===== config.mk =====
export PLATFORM = sky130hd
export DESIGN_NAME = shield_ctrl
export DESIGN_NICKNAME = d
export VERILOG_FILES = /design/src/rtl/shield_ctrl_pkg.sv /design/src/rtl/shield_ctrl_regs.sv /design/src/rtl/shield_ctrl_rate.sv /design/src/rtl/shield_ctrl_fsm.sv /design/src/rtl/shield_ctrl.sv
export SDC_FILE = /design/constraint.sdc
export NUM_CORES = 1
export LEC_CHECK = 0
export BUFFER_PORTS_ARGS = -buffer_cell sky130_fd_sc_hd__buf_2
export CAP_MARGIN = 20
export CORE_ASPECT_RATIO = 1.1
export CORE_MARGIN = 3
export CORE_UTILIZATION = 45
export DETAILED_ROUTE_END_ITERATION = 8
export PLACE_DENSITY = 0.81
export SLEW_MARGIN = 40
export SYNTH_ARGS = -nofsm -noshare
export SYNTH_HDL_FRONTEND = slang
export SYNTH_SLANG_ARGS = --single-unit

===== constraint.sdc =====
create_clock -name clk -period 4.3 [get_ports clk]
set_input_delay 0.43 -clock clk [delete_from_list [all_inputs] [get_ports clk]]
set_output_delay 0.43 -clock clk [all_outputs]
set_load 0.01 [all_outputs]

===== src/rtl/shield_ctrl_pkg.sv =====
package shield_ctrl_pkg;

    typedef enum logic [1:0] {
        ST_IDLE     = 2'd0,
        ST_LOAD_IV  = 2'd1,
        ST_GENERATE = 2'd2,
        ST_DISPATCH = 2'd3
    } shield_state_t;

    // command register bit positions
    localparam int CMD_KEY_BIT = 0;
    localparam int CMD_IV_BIT  = 1;

endpackage


===== src/rtl/shield_ctrl_regs.sv =====
module shield_ctrl_regs #(
    parameter int BYTES  = 16,
    parameter int NPKT   = 5,
    parameter int ADDR_W = 8,
    parameter int DATA_W = 8,
    parameter int IDX_W  = 3
) (
    input  logic                  clk,
    input  logic                  rst_n,
    input  logic [ADDR_W-1:0]     bus_addr,
    input  logic                  bus_wr,
    input  logic [DATA_W-1:0]     bus_wdata,
    output logic [DATA_W-1:0]     bus_rdata,
    output logic [8*BYTES-1:0]    key_q,
    output logic [8*BYTES-1:0]    iv_q,
    output logic                  key_ld,
    output logic                  iv_go,
    output logic                  en_q,
    output logic [DATA_W-1:0]     div_q,
    input  logic                  step,
    input  logic [IDX_W-1:0]      idx,
    input  logic                  mismatch
);
    import shield_ctrl_pkg::*;

    localparam logic [ADDR_W-1:0] A_IV_BASE = ADDR_W'(BYTES);
    localparam logic [ADDR_W-1:0] A_CMD     = ADDR_W'(2*BYTES);
    localparam logic [ADDR_W-1:0] A_CTRL    = ADDR_W'(2*BYTES+1);
    localparam logic [ADDR_W-1:0] A_DIV     = ADDR_W'(2*BYTES+2);
    localparam logic [ADDR_W-1:0] A_STAT    = ADDR_W'(2*BYTES+3);

    logic [NPKT-1:0] alarm_q;
    logic            cmd_wr;

    assign cmd_wr = bus_wr && (bus_addr == A_CMD);
    assign iv_go  = cmd_wr && bus_wdata[CMD_IV_BIT];

    // staged key and vector bytes
    always_ff @(posedge clk) begin
        if (!rst_n) begin
            key_q <= '0;
            iv_q  <= '0;
        end else if (bus_wr) begin
            for (int b = 0; b < BYTES; b++) begin
                if (bus_addr == ADDR_W'(b))
                    key_q[8*b +: 8] <= bus_wdata[7:0];
                if (bus_addr == ADDR_W'(b) + A_IV_BASE)
                    iv_q[8*b +: 8] <= bus_wdata[7:0];
            end
        end
    end

    // control, pacing and key-load strobe
    always_ff @(posedge clk) begin
        if (!rst_n) begin
            en_q   <= 1'b0;
            div_q  <= '0;
            key_ld <= 1'b0;
        end else begin
            key_ld <= cmd_wr && bus_wdata[CMD_KEY_BIT];
            if (bus_wr && bus_addr == A_CTRL)
                en_q <= bus_wdata[0];
            if (bus_wr && bus_addr == A_DIV)
                div_q <= bus_wdata;
        end
    end

    // sticky per-packet alarm
    always_ff @(posedge clk) begin
        if (!rst_n)
            alarm_q <= '0;
        else if (step && mismatch)
            alarm_q[idx] <= 1'b1;
    end

    always_comb begin
        bus_rdata = '0;
        if (bus_addr == A_CTRL)
            bus_rdata = DATA_W'(en_q);
        else if (bus_addr == A_DIV)
            bus_rdata = div_q;
        else if (bus_addr == A_STAT)
            bus_rdata = DATA_W'(alarm_q);
    end

    assert_alarm_sticky_R9: assert property (@(posedge clk) disable iff (!rst_n)
        1'b1 |=> ((alarm_q & $past(alarm_q)) == $past(alarm_q)));

    assert_secret_unreadable_R2: assert property (@(posedge clk) disable iff (!rst_n)
        (bus_addr < A_CMD) |-> (bus_rdata == '0));

endmodule


===== src/rtl/shield_ctrl_rate.sv =====
module shield_ctrl_rate #(
    parameter int DIV_W = 8
) (
    input  logic             clk,
    input  logic             rst_n,
    input  logic             step,
    input  logic [DIV_W-1:0] div,
    output logic             ready
);
    localparam logic [DIV_W-1:0] GAP_MAX = '1;

    logic [DIV_W-1:0] gap_q;

    // cycles elapsed since the last step, saturating
    always_ff @(posedge clk) begin
        if (!rst_n)
            gap_q <= GAP_MAX;
        else if (step)
            gap_q <= '0;
        else if (gap_q != GAP_MAX)
            gap_q <= gap_q + 1'b1;
    end

    assign ready = (gap_q >= div);

endmodule


===== src/rtl/shield_ctrl_fsm.sv =====
module shield_ctrl_fsm #(
    parameter int NPKT  = 5,
    parameter int IDX_W = 3
) (
    input  logic              clk,
    input  logic              rst_n,
    input  logic              en,
    input  logic              iv_go,
    input  logic              ks_valid,
    input  logic              ready,
    output logic              ks_req,
    output logic              ks_iv_ld,
    output logic              mesh_step,
    output logic [IDX_W-1:0]  mesh_idx,
    output logic [NPKT-1:0]   mesh_en
);
    import shield_ctrl_pkg::*;

    localparam logic [IDX_W-1:0] IDX_LAST = IDX_W'(NPKT-1);

    shield_state_t state_q, state_n;
    logic [IDX_W-1:0] idx_q;
    logic             iv_loaded_q;

    always_ff @(posedge clk) begin
        if (!rst_n)
            state_q <= ST_IDLE;
        else
            state_q <= state_n;
    end

    always_comb begin
        state_n = state_q;
        unique case (state_q)
            ST_IDLE: begin
                if (iv_go)                   state_n = ST_LOAD_IV;
                else if (en && iv_loaded_q)  state_n = ST_GENERATE;
            end
            ST_LOAD_IV: begin
                if (iv_go)                   state_n = ST_LOAD_IV;
                else if (en)                 state_n = ST_GENERATE;
                else                         state_n = ST_IDLE;
            end
            ST_GENERATE: begin
                if (iv_go)                   state_n = ST_LOAD_IV;
                else if (!en)                state_n = ST_IDLE;
                else if (ks_valid)           state_n = ST_DISPATCH;
            end
            ST_DISPATCH: begin
                if (iv_go)                   state_n = ST_LOAD_IV;
                else if (!en)                state_n = ST_IDLE;
                else if (ready)              state_n = ST_GENERATE;
            end
            default:                         state_n = ST_IDLE;
        endcase
    end

    // outputs
    always_comb begin
        mesh_step = (state_q == ST_DISPATCH) && en && !iv_go && ready;
        ks_iv_ld  = (state_q == ST_LOAD_IV);
        ks_req    = (state_n == ST_GENERATE) && (state_q != ST_GENERATE);
    end

    always_ff @(posedge clk) begin
        if (!rst_n) begin
            idx_q       <= '0;
            iv_loaded_q <= 1'b0;
        end else if (state_q == ST_LOAD_IV) begin
            idx_q       <= '0;
            iv_loaded_q <= 1'b1;
        end else if (mesh_step) begin
            idx_q <= (idx_q == IDX_LAST) ? '0 : idx_q + 1'b1;
        end
    end

    assign mesh_idx = idx_q;

    for (genvar p = 0; p < NPKT; p++) begin : g_pkt_en
        assign mesh_en[p] = mesh_step && (idx_q == IDX_W'(p));
    end

    assert_req_needs_iv_R4: assert property (@(posedge clk) disable iff (!rst_n)
        ks_req |-> (iv_loaded_q || state_q == ST_LOAD_IV));

    assert_disable_stops_R8: assert property (@(posedge clk) disable iff (!rst_n)
        !en |=> (state_q == ST_IDLE || state_q == ST_LOAD_IV));

    assert_iv_restart_R3: assert property (@(posedge clk) disable iff (!rst_n)
        ks_iv_ld |=> (mesh_idx == '0));

    assert_step_spacing_R6: assert property (@(posedge clk) disable iff (!rst_n)
        mesh_step |=> !mesh_step);

    assert_en_onehot_R7: assert property (@(posedge clk) disable iff (!rst_n)
        $onehot0(mesh_en) && (int'(mesh_idx) < NPKT));

endmodule


===== src/rtl/shield_ctrl.sv =====
module shield_ctrl #(
    parameter int BYTES  = 16,
    parameter int NPKT   = 5,
    parameter int ADDR_W = 8,
    parameter int DATA_W = 8,
    localparam int KEY_W = 8 * BYTES,
    localparam int IDX_W = (NPKT > 1) ? $clog2(NPKT) : 1
) (
    input  logic               clk,
    input  logic               rst_n,
    input  logic [ADDR_W-1:0]  bus_addr,
    input  logic               bus_wr,
    input  logic [DATA_W-1:0]  bus_wdata,
    output logic [DATA_W-1:0]  bus_rdata,
    output logic [KEY_W-1:0]   ks_key,
    output logic               ks_key_ld,
    output logic [KEY_W-1:0]   ks_iv,
    output logic               ks_iv_ld,
    output logic               ks_req,
    input  logic               ks_valid,
    input  logic               cmp_mismatch,
    output logic               mesh_step,
    output logic [IDX_W-1:0]   mesh_idx,
    output logic [NPKT-1:0]    mesh_en
);
    logic              iv_go;
    logic              en_q;
    logic [DATA_W-1:0] div_q;
    logic              ready;

    shield_ctrl_regs #(
        .BYTES(BYTES), .NPKT(NPKT), .ADDR_W(ADDR_W),
        .DATA_W(DATA_W), .IDX_W(IDX_W)
    ) u_regs (
        .clk(clk), .rst_n(rst_n),
        .bus_addr(bus_addr), .bus_wr(bus_wr),
        .bus_wdata(bus_wdata), .bus_rdata(bus_rdata),
        .key_q(ks_key), .iv_q(ks_iv), .key_ld(ks_key_ld),
        .iv_go(iv_go), .en_q(en_q), .div_q(div_q),
        .step(mesh_step), .idx(mesh_idx), .mismatch(cmp_mismatch)
    );

    shield_ctrl_rate #(.DIV_W(DATA_W)) u_rate (
        .clk(clk), .rst_n(rst_n), .step(mesh_step),
        .div(div_q), .ready(ready)
    );

    shield_ctrl_fsm #(.NPKT(NPKT), .IDX_W(IDX_W)) u_fsm (
        .clk(clk), .rst_n(rst_n), .en(en_q), .iv_go(iv_go),
        .ks_valid(ks_valid), .ready(ready),
        .ks_req(ks_req), .ks_iv_ld(ks_iv_ld),
        .mesh_step(mesh_step), .mesh_idx(mesh_idx), .mesh_en(mesh_en)
    );

endmodule


## Yosys cells after proc, flatten, opt, wreduce, memory -nomap -nowiden

Cells that the tools add are included.

- Add/subtract/negate cells: 2
- $lt $le $gt $ge: 3
- Equality and inequality tests: 45
- Multiplexer cells: 19
- Bitwise logic cells: 2
- Reduce and logical (&&, ||, !) cells: 55

Operators by type and width:

| kind | count |
|---|---|
| 8-bit by 5-bit == test with 1-bit output, second input constant | 16 |
| 8-bit by 4-bit == test with 1-bit output, second input constant | 8 |
| 2-bit AND reduction | 32 |
| 8-bit by 3-bit == test with 1-bit output, second input constant | 4 |
| 8-bit by 6-bit == test with 1-bit output, second input constant | 4 |
| 8-bit 2-to-1 mux | 4 |
| 2-bit 2-to-1 mux | 10 |
| 1-bit logical AND | 17 |
| 8-bit by 2-bit == test with 1-bit output, second input constant | 2 |
| 8-bit by 1-bit adder with 8-bit output, second input constant | 1 |
| 8-bit by 1-bit == test with 1-bit output, second input constant | 1 |
| 8-bit greater-or-equal comparator | 1 |
| 8-bit logical NOT | 1 |
| 8-bit inequality test, second input constant | 1 |
| 2-bit one-hot mux with 4 select lines | 1 |
| 2-bit == test, second input constant | 3 |
| 3-bit by 2-bit == test with 1-bit output, second input constant | 2 |
| 5-bit 2-to-1 mux | 1 |
| 5-bit bitwise OR | 1 |
| 3-bit by 4-bit less-than comparator with 1-bit output, second input constant | 1 |
| 3-bit by 1-bit adder with 3-bit output, second input constant | 1 |
| 1-bit demux with 3-bit select | 1 |
| 3-bit by 1-bit == test with 1-bit output, second input constant | 1 |
| 3-bit == test, second input constant | 1 |
| 11 further kinds | 11 |

- Flip-flop bits (word level): 285
- Input bits: 21
- Output and inout port bits: 276
- Logic and storage cells: 166

## Depth between registers and ports, before layout

Gate-level depths: netlist (run 1).

- Depth after elaboration: 7
- Gate-level depth with buffers: 9
- Depth with buffers taken out: 8

## Cells and area by module

From an unflattened synthesis (run 1), not the netlist that was laid out.

- Cell total of the unflattened synthesis: 1068
- Area, all modules: 11219.5 µm²

By module, submodules not included:

| module | instances | cells an instance | area an instance (µm²) | seq. area each (µm²) |
|---|---|---|---|---|
| shield_ctrl_regs | 1 | 959 | 10238.6 | 5425.2 |
| shield_ctrl_rate | 1 | 64 | 571.8 | 160.2 |
| shield_ctrl_fsm | 1 | 45 | 409.1 | 120.1 |

## Least setup slack after synthesis (run 1)

Ideal clock, no wire load.

- Path kind: input-to-output
- Start: in bus_addr[2]
- End: out mesh_en[0]
- Arrival time: 1920 ps
- Required time: 3870 ps
- Setup slack: 1950 ps
- Stages on the path: 8
- Path buffers: 2
- Path through: clkbuf_1 nor4_1 nand4_1 and2_1 nand2_2 inv_1 buf_2 and3_1

- Word-level cells in the longest chain between the ends: 7

RTL lines:

| item | line | RTL |
|---|---|---|
| from (decl) | shield_ctrl.sv:11 | `input logic [ADDR_W-1:0] bus_addr,` |
| 8-bit by 6-bit == test with 1-bit output | shield_ctrl_regs.sv:35 | `assign cmd_wr = bus_wr && (bus_addr == A_CMD);` |
| 1-bit logical AND | shield_ctrl_regs.sv:35 |  |
| 1-bit logical AND | shield_ctrl_regs.sv:36 | `assign iv_go = cmd_wr && bus_wdata[CMD_IV_BIT];` |
| 1-bit logical NOT | shield_ctrl_fsm.sv:60 | `mesh_step = (state_q == ST_DISPATCH) && en && !iv_go && ready;` |
| 1-bit logical AND (2 in series) | shield_ctrl_fsm.sv:60 |  |
| net mesh_step | shield_ctrl.sv:22 | `output logic mesh_step,` |
| 1-bit logical AND | shield_ctrl_fsm.sv:80 | `assign mesh_en[p] = mesh_step && (idx_q == IDX_W'(p));` |
| to (decl) | shield_ctrl.sv:24 | `output logic [NPKT-1:0] mesh_en` |

The timed path passes the listed nets, and every way through them passes these cells.

## Final worst setup path (run 1)

- Start: reg u_regs.div_q[6]
- End: out mesh_en[2]

- Word-level cells in the longest chain between the ends: 3

RTL lines:

| item | line | RTL |
|---|---|---|
| from (decl) | shield_ctrl_regs.sv:19 | `output logic [DATA_W-1:0] div_q,` |
| from (signal assigned) | shield_ctrl_regs.sv:64 | `div_q <= bus_wdata;` |
| 8-bit greater-or-equal comparator | shield_ctrl_rate.sv:24 | `assign ready = (gap_q >= div);` |
| 1-bit logical AND | shield_ctrl_fsm.sv:60 |  |
| 1-bit logical AND | shield_ctrl_fsm.sv:80 |  |

No other way between the ends.

==> impl_results.md, run 1 <==
- Status: finished, final reports clean
- Reg area: 0.00571 mm^2
- 1st-pass router iterations: 5
- Fin crit period: slightly above 3 ns
- CTS Root Cell: clkbuf_16
- Peak supply drop: 295 uV
- # rows: 61
- Clk_lat worst skew: 0.54 ns
- Syn Nets: 1,256
- Slew @ Worst Pin: 0.720 ns
- Port Buf Inserts: 296
- Vias/cell: 5.21
- Area occupied by multi-input gates: 0.00557 mm^2
- First-pass GRT wire length: 52,200 um
- Max Freq: 0.326 GHz
- Fraction of layout cells with a size suffix above 1: 0.256
- Leakage Power: between 0.005 and 0.006 uW
- Initial antenna violation count: 1
- Seq/Total Area, Yosys: 0.487
- XOR/XNOR Fraction of Synth Area: 0.00150
- Placed cell count: between 1,500 and 2,000
- CP Data Required Time: 3.87 ns
- Hold Path Class: primary input to register
- Syn Inst Count: 1,221
- Synthesized area: 0.0117 mm^2
- Hold endpoint: u_rate.gap_q[6]$_SDFFE_PN1P_
- Slew headroom: 0.520
- TritonCTS clock tree: built
- RD Place Congestion: 0.847
- Worst-path clk slew: about 0.06 ns
- DP Wirelength: between 20,000 and 25,000 um
- Final Skew: 0.00862 ns
- Final WL: about 33,000 um
- Nets@finish: 1,495
- Vias in the first global route: 9,618
- Via count: 9,528
- Critical Path Sink Type: primary output
- CTS sink cnt: ~290
- Unrepaired setup endpoints after global routing: no
- Final hold violations: 0
- Initial core utilization: 0.461
- #FFs+latches synth: 285
- CORE AREA: about 0.025 mm^2
- Worst Hold Launch: rst_n
- Avg Inst Size Synth: around 9.6 um^2
- Slew Viols, Final: 0
- Fill count: 2,203
- Non-Filler Instances: 1,828
- Critical path fanouts, max: 12
- Area leader, netlist: dfxtp_1
- Clock Path Buffers: 3
- Compound-Gate Fraction of Synth Area: 0.0927
- Mux cell area share after synthesis: 0.133
- Startpoint types: register
- Power per cell area: 365 mW/mm^2
- Chip Height: approximately 180 um
- Utilization after layout: 0.563
- Yosys warnings: 0
- R2R Setup Slk: 2.26 ns
- Full die area: 0.0280 mm^2
- Largest family of logic cells by synthesized area: simple AND/OR/NAND/NOR gates
- GRT Overall Usage: 0.229
- Chip width: 160 um
- Post-synth EDFFs: 0
- Post-DRT Antenna Nets: 0
- Layout area overhead: 22.2%
- Post-synthesis cell type count: 44
- WL per Instance: 18.1 um
- Placed inst area: 0.0134 mm^2
- Pin count of the biggest net entering global routing: 173
- CTS resizes: 0
- Area contributors post-synth: dfxtp_1 (49%), mux2i_1 (13%), nor2b_1 (8.5%), a21boi_0 (7.2%), nand3_1 (4.9%)
- Max cap viols: 0
- # setup viols final: 0
- Synth Area in Adders: 0.0150
- Kind of critical path: register to primary output
- Worst hold stages: 2
- Simple-Gate Fraction of Synth Area: 0.234
- Gr ovfl total: 0
- IO Count: 297
- Critical Path AT: 2.64 ns
- Asr flop ratio synth: 0
- Worst R2R Path Depth: 8
- Initial DRC count: ~620
- Final period utilization: 0.713
- Fin area: 0.0143 mm^2
- Post-CTS Repair Setup Buffers: 0
- Ys flop type: dfxtp_1
- Hold Buf Count CTS: 0
- H-tree levels: 1
- Post-route DRC: 0
- Yosys top cell area share: 0.487
- Inserted Clock Buffers: 28
- Reg2reg start: u_regs.div_q[6]$_SDFFE_PN0P_
- Setup TNS: 0 ns
- Worst R2R End: u_rate.gap_q[3]$_SDFFE_PN1P_
[through the flow]
step | total power (uW) | setup slack [ns] | hold slack (ns)
2_1_floorplan | 2840 | 1.95 | 0.426
3_3_place_gp | 2900 | 1.51 | 0.451
3_5_place_dp | 2910 | 1.50 | 0.456
4_1_cts | 5270 | 1.20 | 0.216
5_1_grt | 5390 | 0.951 | 0.182
6_report | 5230 | 1.23 | 0.191
[worst max-delay path, cell delays in order, from the launching register on]
cell	delay, ns
dfxtp_1	0.33
inv_1	0.07
ha_1	0.31
a41o_1	0.16
a21oi_1	0.05
o2bb2ai_1	0.43
nand2_2	0.16
inv_1	0.26
and3_1	0.20
buf_2	0.13
[placed cells by master, fill, tap and decap left out, types with 12 or more instances in the layout]
cell type	count
a21boi_0	112
buf_2	289
buf_4	16
clkbuf_16	29
dfxtp_1	285
ha_1	14
inv_1	12
mux2i_1	155
nand2_1	146
nand3_1	115
nor2_1	13
nor2b_1	157
o21ai_0	24
[sequential cells by signal (all words and copies together) (netlist names)]
register	count
u_regs.en_q	1
u_regs.alarm_q	5
u_fsm.mesh_idx	3
u_regs.iv_q	128
u_regs.div_q	8
u_regs.key_ld	1
u_fsm.state_q	2
u_fsm.iv_loaded_q	1
u_rate.gap_q	8
u_regs.key_q	128
[how the worst max path moves through the flow]
stage / start / to / cells after the start
finish: u_regs.div_q[6]$_SDFFE_PN0P_ / mesh_en[2] / 9
global route: u_regs.div_q[6]$_SDFFE_PN0P_ / mesh_en[1] / 9
CTS: u_regs.div_q[7]$_SDFFE_PN0P_ / mesh_en[2] / 9
detailed placement: bus_addr[5] / u_regs.iv_q[31]$_SDFFE_PN0P_ / 6
global placement: bus_addr[5] / u_regs.iv_q[30]$_SDFFE_PN0P_ / 6
floorplan: bus_addr[2] / mesh_en[0] / 8
[synth_stat cells (8+ instances only)]
cell type and n:
a21boi_0 112, buf_1 14, buf_2 12, clkbuf_1 74, dfxtp_1 285, ha_1 14, inv_1 12, mux2i_1 155
nand2_1 146, nand3_1 115, nand4_1 8, nor2_1 14, nor2_4 10, nor2b_1 159, o21ai_0 24
[report_power, final]
group          switching, uW  total [uW]  internal [uW]
combinational            142         209           67.3
clock                   1010        2380           1360
sequential              1.66        2640           2640
total                   1160        5230           4070
[final cells by class]
| type | instances | area share |
|---|---|---|
| antenna | 1 | 0.000175 |
| clock buffer | 41 | 0.0567 |
| clock inverter | 10 | 0.00577 |
| tap | 346 | 0.0303 |
| timing repair buffer | 309 | 0.116 |
| multi-input combinational | 824 | 0.390 |
| sequential | 285 | 0.399 |
| inverter | 12 | 0.00315 |
[per-layer routing]
metal | vias up | global-route usage | share of wire
li1 | 4603 | - | -
met1 | 4489 | 0.275 | 0.40
met2 | 355 | 0.393 | 0.48
met3 | 81 | 0.0612 | 0.083
met4 | 0 | 0.0893 | 0.035
met5 | - | 0 | 0
[cells by family after synthesis]
logic type	after synthesis
xor gates and xnor gates	2
and+or+nand+nor	501
muxes	155
adders and majority gates	14
buffers and inverters	112
AOI/OAI and AO/OA	152
DFF	285
Power figures use the tool's default switching activity.
==> run 2: changes to the inputs <==
==> constraint.sdc (replaced) <==
create_clock -name clk -period 3.1 [get_ports clk]
set_input_delay 0.31 -clock clk [delete_from_list [all_inputs] [get_ports clk]]
set_output_delay 0.31 -clock clk [all_outputs]
set_load 0.01 [all_outputs]
==> run 2 against run 1 <==
Power grew 53%. Sequential share of layout area shrank 0.80 points. Final cell count grew 0.55%. Sequential power grew 39%. Clock-buffer cell count grew 1. Highest routed layer unchanged.
==> impl_results.md, run 2 (synthesis gave the netlist of run 1 again) <==
- Critical Path AT: 2.62 ns (-0.02 ns)
- Slew Viols, Final: 0 (unchanged)
- Fill count: 2,146 (-2.6%)
- Startpoint types: register
- Worst R2R Path Depth: 8 (unchanged)
- WL per Instance: 18.4 um (+1.6%)
- Via count: 9,676 (+1.6%)
- Antenna diode count: 0 (-1)
- Clock Path Buffers: 3 (unchanged)
- Nets@finish: 1,503 (+0.54%)
- Slew headroom: 0.473 (-0.0466)
- Final hold violations: 0 (unchanged)
- Pin count of the biggest net entering global routing: 129 (-25%)
- Vias in the first global route: 9,570 (-0.50%)
- H-tree levels: 1 (unchanged)
- TritonCTS clock tree: built
- Post-route DRC: 0 (unchanged)
- Largest registers: u_regs.iv_q x128, u_regs.key_q x128
- Reg2reg start: u_regs.div_q[6]$_SDFFE_PN0P_
- Gr ovfl total: 0 (unchanged)
- Inserted Clock Buffers: 30 (+7.1%)
- Full die area: 0.0280 mm^2 (unchanged)
- Post-route worst setup slack: 0.168 ns (-1.07 ns)
- Hold endpoint: u_rate.gap_q[4]$_SDFFE_PN1P_
- Critical Path Sink Type: primary output
- DP Wirelength: 22,400 um (+2.4%)
- Kind of critical path: register to primary output
- Initial antenna violation count: 0 (-1)
- Critical path fanouts, max: 12 (unchanged)
- Commonest non-fill, non-tap cells in the layout: buf_2 (290), dfxtp_1 (285), nor2b_1 (157), mux2i_1 (155), nand2_1 (146)
- # rows: 61 (unchanged)
- Fraction of layout cells with a size suffix above 1: 0.266 (+0.0102)
- 1st-pass router iterations: 5 (unchanged)
- Utilization after layout: 0.575 (+0.0116)
- Vias/cell: 5.26 (+1.0%)
- Chip Height: 175 um (unchanged)
- RD Place Congestion: 0.853 (+0.73%)
- First-pass GRT wire length: 52,700 um (+1.0%)
- Unrepaired setup endpoints after global routing: no
- Power per cell area: 548 mW/mm^2 (+50%)
- CORE AREA: 0.0254 mm^2 (unchanged)
- Worst hold stages: 2 (unchanged)
- Port Buf Inserts: 296 (unchanged)
- Post-place setup slack: 0.667 ns (-0.830 ns)
- Final WL: 33,900 um (+2.1%)
- Initial core utilization: 0.461 (unchanged)
- Chip width: 160 um (unchanged)
- Status: finished, final reports clean
- IO Count: 297 (unchanged)
- CTS sink cnt: 285 (unchanged)
- Max cap viols: 0 (unchanged)
- Slew @ Worst Pin: 0.791 ns (+0.0704 ns)
- Most common cell after layout, fill and taps aside: buf_2
- Leakage Power: 0.00591 uW (+2.7%)
- CTS Root Cell: clkbuf_16
- Final Skew: 0.00583 ns (-0.00279 ns)
- GRT Overall Usage: 0.231 (+0.00220)
- Peak supply drop: 450 uV (+53%)
- Final period utilization: 0.946
- Initial DRC count: 537 (-13%)
- Post-DRT Antenna Nets: 0 (unchanged)
- CP Data Required Time: 2.79 ns (-1.08 ns)
- R2R Setup Slk: 1.10 ns (-1.16 ns)
- Worst R2R End: u_rate.gap_q[7]$_SDFFE_PN1P_
- Hold Path Class: primary input to register
- Clk_lat worst skew: 0.54 ns (about the same)
- # setup viols final: 0 (unchanged)
- Layout area overhead: 24.8%
- Fin crit period: between 2 and 3 ns
- Setup TNS: 0 ns (unchanged)
- Max Freq: 0.341 GHz
- Worst-path clk slew: 0.06 ns (about the same)
- Hold Buf Count CTS: 0 (unchanged)
- Worst Hold Launch: rst_n
==> run 2: changes by cell type in the layout (fill, tap and decap cells not counted), sizes merged <==
cell      change
diode         -1
bufinv        +5
clkinv        +1
buf           +6
clkbuf        +1
clkinvlp      -2
==> run 2: timing repair <==
action	4_1_cts	5_1_grt
setup buffers	0	0
gates resized for setup	0	2
endpoints found under the setup margin	0	3
==> run 2: per-stage QoR <==
step | std cells | hold slack, ns | area [um^2] | total power (uW)
2_1_floorplan | 1221 | 0.426 | 11700 | 3940
3_3_place_gp | 1780 | 0.435 | 13400 | 4030
3_5_place_dp | 1781 | 0.443 | 13400 | 4040
4_1_cts | 1837 | 0.0829 | 14600 | 8050
5_1_grt | 1838 | 0.0559 | 14600 | 8220
6_report | 1838 | 0.0623 | 14600 | 8000
==> run 2: critical path, cell delays in order, from the launching register on <==
cell and delay [ns]:
dfxtp_1 0.34, inv_1 0.07, ha_1 0.32, a21o_1 0.19, a21oi_1 0.23, o2bb2ai_2 0.16
nand2_2 0.15, clkinvlp_4 0.22, and3_1 0.25, buf_2 0.14
==> run 2: worst max-delay path by stage <==
stage | from | end | slack, ns | depth (start not counted)
floorplan | bus_addr[2] | mesh_en[0] | 0.99 | 8
global placement | bus_addr[5] | u_regs.key_q[64]$_SDFFE_PN0P_ | 0.77 | 6
detailed placement | bus_addr[0] | mesh_en[0] | 0.67 | 8
CTS | u_regs.div_q[7]$_SDFFE_PN0P_ | mesh_en[0] | 0.11 | 9
global route | u_regs.div_q[7]$_SDFFE_PN0P_ | mesh_en[0] | 0.006 | 9
finish | u_regs.div_q[6]$_SDFFE_PN0P_ | mesh_en[0] | 0.17 | 9
==> run 2: final cells by class <==
cell class,instances,area (um^2),area share
inverters,12,48.8,0.00334
flip-flops and latches,285,5710,0.391
well taps,346,433,0.0296
clock buffers,42,907,0.0621
repair buffers,315,1700,0.116
multi-input cells,824,5580,0.382
clock inverters,14,235,0.0161
==> run 2: routing by layer <==
layer,track usage,routed length (um)
met1,0.286,13900
met2,0.393,16300
met3,0.0562,2520
met4,0.0872,1110
met5,0,0
==> run 2: power breakdown <==
part / switching (uW) / internal [uW] / total (uW)
combinational: 202 / 93.5 / 296
sequential: 2.30 / 3670 / 3670
clock: 1500 / 2540 / 4030
total: 1700 / 6300 / 8000
==> run 3: changes to the inputs <==
==> constraint.sdc (replaced) <==
create_clock -name clk -period 3.5 [get_ports clk]
set_input_delay 0.35 -clock clk [delete_from_list [all_inputs] [get_ports clk]]
set_output_delay 0.35 -clock clk [all_outputs]
set_load 0.01 [all_outputs]
==> run 3 against run 2 <==
Largest cell class unchanged. Sequential power shrank 11%. Sequential share of layout area grew 0.55 points. Via count down 1.2%.
==> impl_results.md, run 3 (synthesis gave the netlist of run 1 again) <==
- Full die area: 0.0280 mm^2 (unchanged)
- WL per Instance: 18.5 um (+0.27%)
- Post-CTS Repair Setup Buffers: 0 (unchanged)
- CTS resizes: 0 (unchanged)
- Reg2reg start: u_regs.div_q[5]$_SDFFE_PN0P_
- Met3 WL: 2810 um (+11%)
- Total power: 6670 uW (-17%)
- # rows: 61 (unchanged)
- Startpoint types: register
- Post-DRT Antenna Nets: 0 (unchanged)
- Hold Path Class: primary input to register
- Final hold violations: 0 (unchanged)
- Worst Setup EP: mesh_en[2]
- Setup TNS: 0 ns (unchanged)
- Nets@finish: 1,502 (-0.067%)
- Slew headroom: 0.460 (-0.0133)
- Layout area overhead: 23.0%
- Clock Path Buffers: 3 (unchanged)
- Initial antenna violation count: 0 (unchanged)
- Via count: 9,564 (-1.2%)
- Fill count: 2,155 (+0.42%)
- Hold Buf Count CTS: 0 (unchanged)
- H-tree levels: 1 (unchanged)
- DP Wirelength: 22,300 um (-0.55%)
- Antenna diode count: 0 (unchanged)
- Critical path origin: u_regs.div_q[5]$_SDFFE_PN0P_
- R2R Setup Slk: 1.40 ns (+0.30 ns)
- Worst R2R End: u_rate.gap_q[6]$_SDFFE_PN1P_
- Kind of critical path: register to primary output
- WL met1: 13,800 um (-1.3%)
- Met2 WL: 16,300 um (+0.21%)
- Largest registers: u_regs.iv_q x128, u_regs.key_q x128
- Max cap viols: 0 (unchanged)
- Chip width: 160 um (unchanged)
- Post-route DRC: 0 (unchanged)
- Gr ovfl total: 0 (unchanged)
- Critical Path Sink Type: primary output
- Worst R2R Path Depth: 8 (unchanged)
- First-pass GRT wire length: 53,200 um (+0.98%)
- Fin Hold WS: 0.139 ns (+0.0767 ns)
- Area occupied by multi-input gates: 0.00557 mm^2 (-0.11%)
- Power per cell area: 463 mW/mm^2 (-15%)
- Port Buf Inserts: 296 (unchanged)
- Critical path fanouts, max: 12 (unchanged)
- Critical Path AT: 2.66 ns (+0.04 ns)
- CTS sink cnt: 285 (unchanged)
- Pin count of the biggest net entering global routing: 127 (-1.6%)
- Inserted Clock Buffers: 29 (-3.3%)
- Slew @ Worst Pin: 0.810 ns (+0.0199 ns)
- CP Data Required Time: 3.15 ns (+0.36 ns)
- Final Skew: 0.0267 ns (+0.0209 ns)
- # setup viols final: 0 (unchanged)
- Final WL: 33,900 um (unchanged)
- Unrepaired setup endpoints after global routing: no
- Final period utilization: 0.859
- Fin area: 0.0144 mm^2 (-1.4%)
- Commonest non-fill, non-tap cells in the layout: buf_2 (290), dfxtp_1 (285), nor2b_1 (157), mux2i_1 (155), nand2_1 (146)
- Vias in the first global route: 9,653 (+0.87%)
- Initial core utilization: 0.461 (unchanged)
- CORE AREA: 0.0254 mm^2 (unchanged)
- Status: finished, final reports clean
- GRT Overall Usage: 0.234 (+0.00225)
- Fin crit period: 3.01 ns
- Vias/cell: 5.22 (-0.89%)
- Max Freq: 0.333 GHz
- IO Count: 297 (unchanged)
- Slew Viols, Final: 0 (unchanged)
- Worst-path clk slew: 0.06 ns (about the same)
- Placed inst area: 0.0134 mm^2 (about the same)
- Leakage Power: 0.00582 uW (-1.6%)
- Non-Filler Instances: 1,833 (-0.27%)
- Reg area: 0.00571 mm^2 (unchanged)
- CTS Root Cell: clkbuf_16
- 1st-pass router iterations: 5 (unchanged)
- RD Place Congestion: 0.876 (+2.7%)
- Clk_lat worst skew: 0.55 ns (about the same)
- Chip Height: 175 um (unchanged)
- Peak supply drop: 411 uV (-8.6%)
- Max layer used: met4
- Most common cell after layout, fill and taps aside: buf_2
- Placed cell count: 1,781 (unchanged)
- Fraction of layout cells with a size suffix above 1: 0.259 (-0.00718)
- TritonCTS clock tree: built
- Initial DRC count: 613 (+14%)
==> run 3: cell types whose count changed in the layout (fill, tap and decap cells not counted), moves of 2 or more <==
| cell | before | now |
|---|---|---|
| bufinv_16 | 6 | 4 |
| clkbuf_16 | 31 | 29 |
| clkbuf_8 | 9 | 3 |
| clkbuf_1 | 2 | 7 |
==> run 3: layout make-up <==
class	count	share of cell area
sequential	285	0.396
multi-input combinational	824	0.387
tap	346	0.0301
clock buffer	39	0.0551
inverter	12	0.00313
clock inverter	12	0.0118
timing repair buffer	315	0.117
==> run 3: worst min path at each step <==
stage | depth (start not counted) | startpoint | end
4_1_cts | 3 | cmp_mismatch | u_regs.alarm_q[4]$_SDFFE_PN0P_
3_5_place_dp | 2 | u_regs.alarm_q[2]$_SDFFE_PN0P_ | u_regs.alarm_q[2]$_SDFFE_PN0P_
5_1_grt | 3 | cmp_mismatch | u_regs.alarm_q[4]$_SDFFE_PN0P_
2_1_floorplan | 2 | u_regs.alarm_q[1]$_SDFFE_PN0P_ | u_regs.alarm_q[1]$_SDFFE_PN0P_
3_3_place_gp | 2 | u_regs.alarm_q[3]$_SDFFE_PN0P_ | u_regs.alarm_q[3]$_SDFFE_PN0P_
6_report | 3 | cmp_mismatch | u_regs.alarm_q[4]$_SDFFE_PN0P_
==> run 3: per-stage QoR <==
stage / util / worst slack (ns)
2_1_floorplan: - / 1.31
3_3_place_gp: 0.526 / 1.04
3_5_place_dp: 0.527 / 0.952
4_1_cts: 0.565 / 0.469
5_1_grt: 0.567 / 0.228
6_report: 0.567 / 0.495
==> run 3: routing by layer <==
| metal | vias up | GRT usage |
|---|---|---|
| li1 | 4608 | - |
| met1 | 4529 | 0.278 |
| met2 | 358 | 0.406 |
| met3 | 69 | 0.0650 |
| met4 | 0 | 0.0799 |
| met5 | - | 0 |
==> run 3: critical path: stages (launching register included) <==
cell and delay, ns:
dfxtp_1 0.33, inv_1 0.07, ha_1 0.30, a41o_1 0.17, a21oi_1 0.05, o2bb2ai_1 0.44
nand2_2 0.16, inv_1 0.28, and3_1 0.19, buf_2 0.13
==> run 3: report_power, final <==
group | switching [uW] | internal [uW] | total [uW] | leakage (uW)
clock network | 1280 | 1880 | 3160 | 0.000472
logic | 180 | 82.7 | 263 | 0.00305
registers | 2.02 | 3250 | 3250 | 0.00229
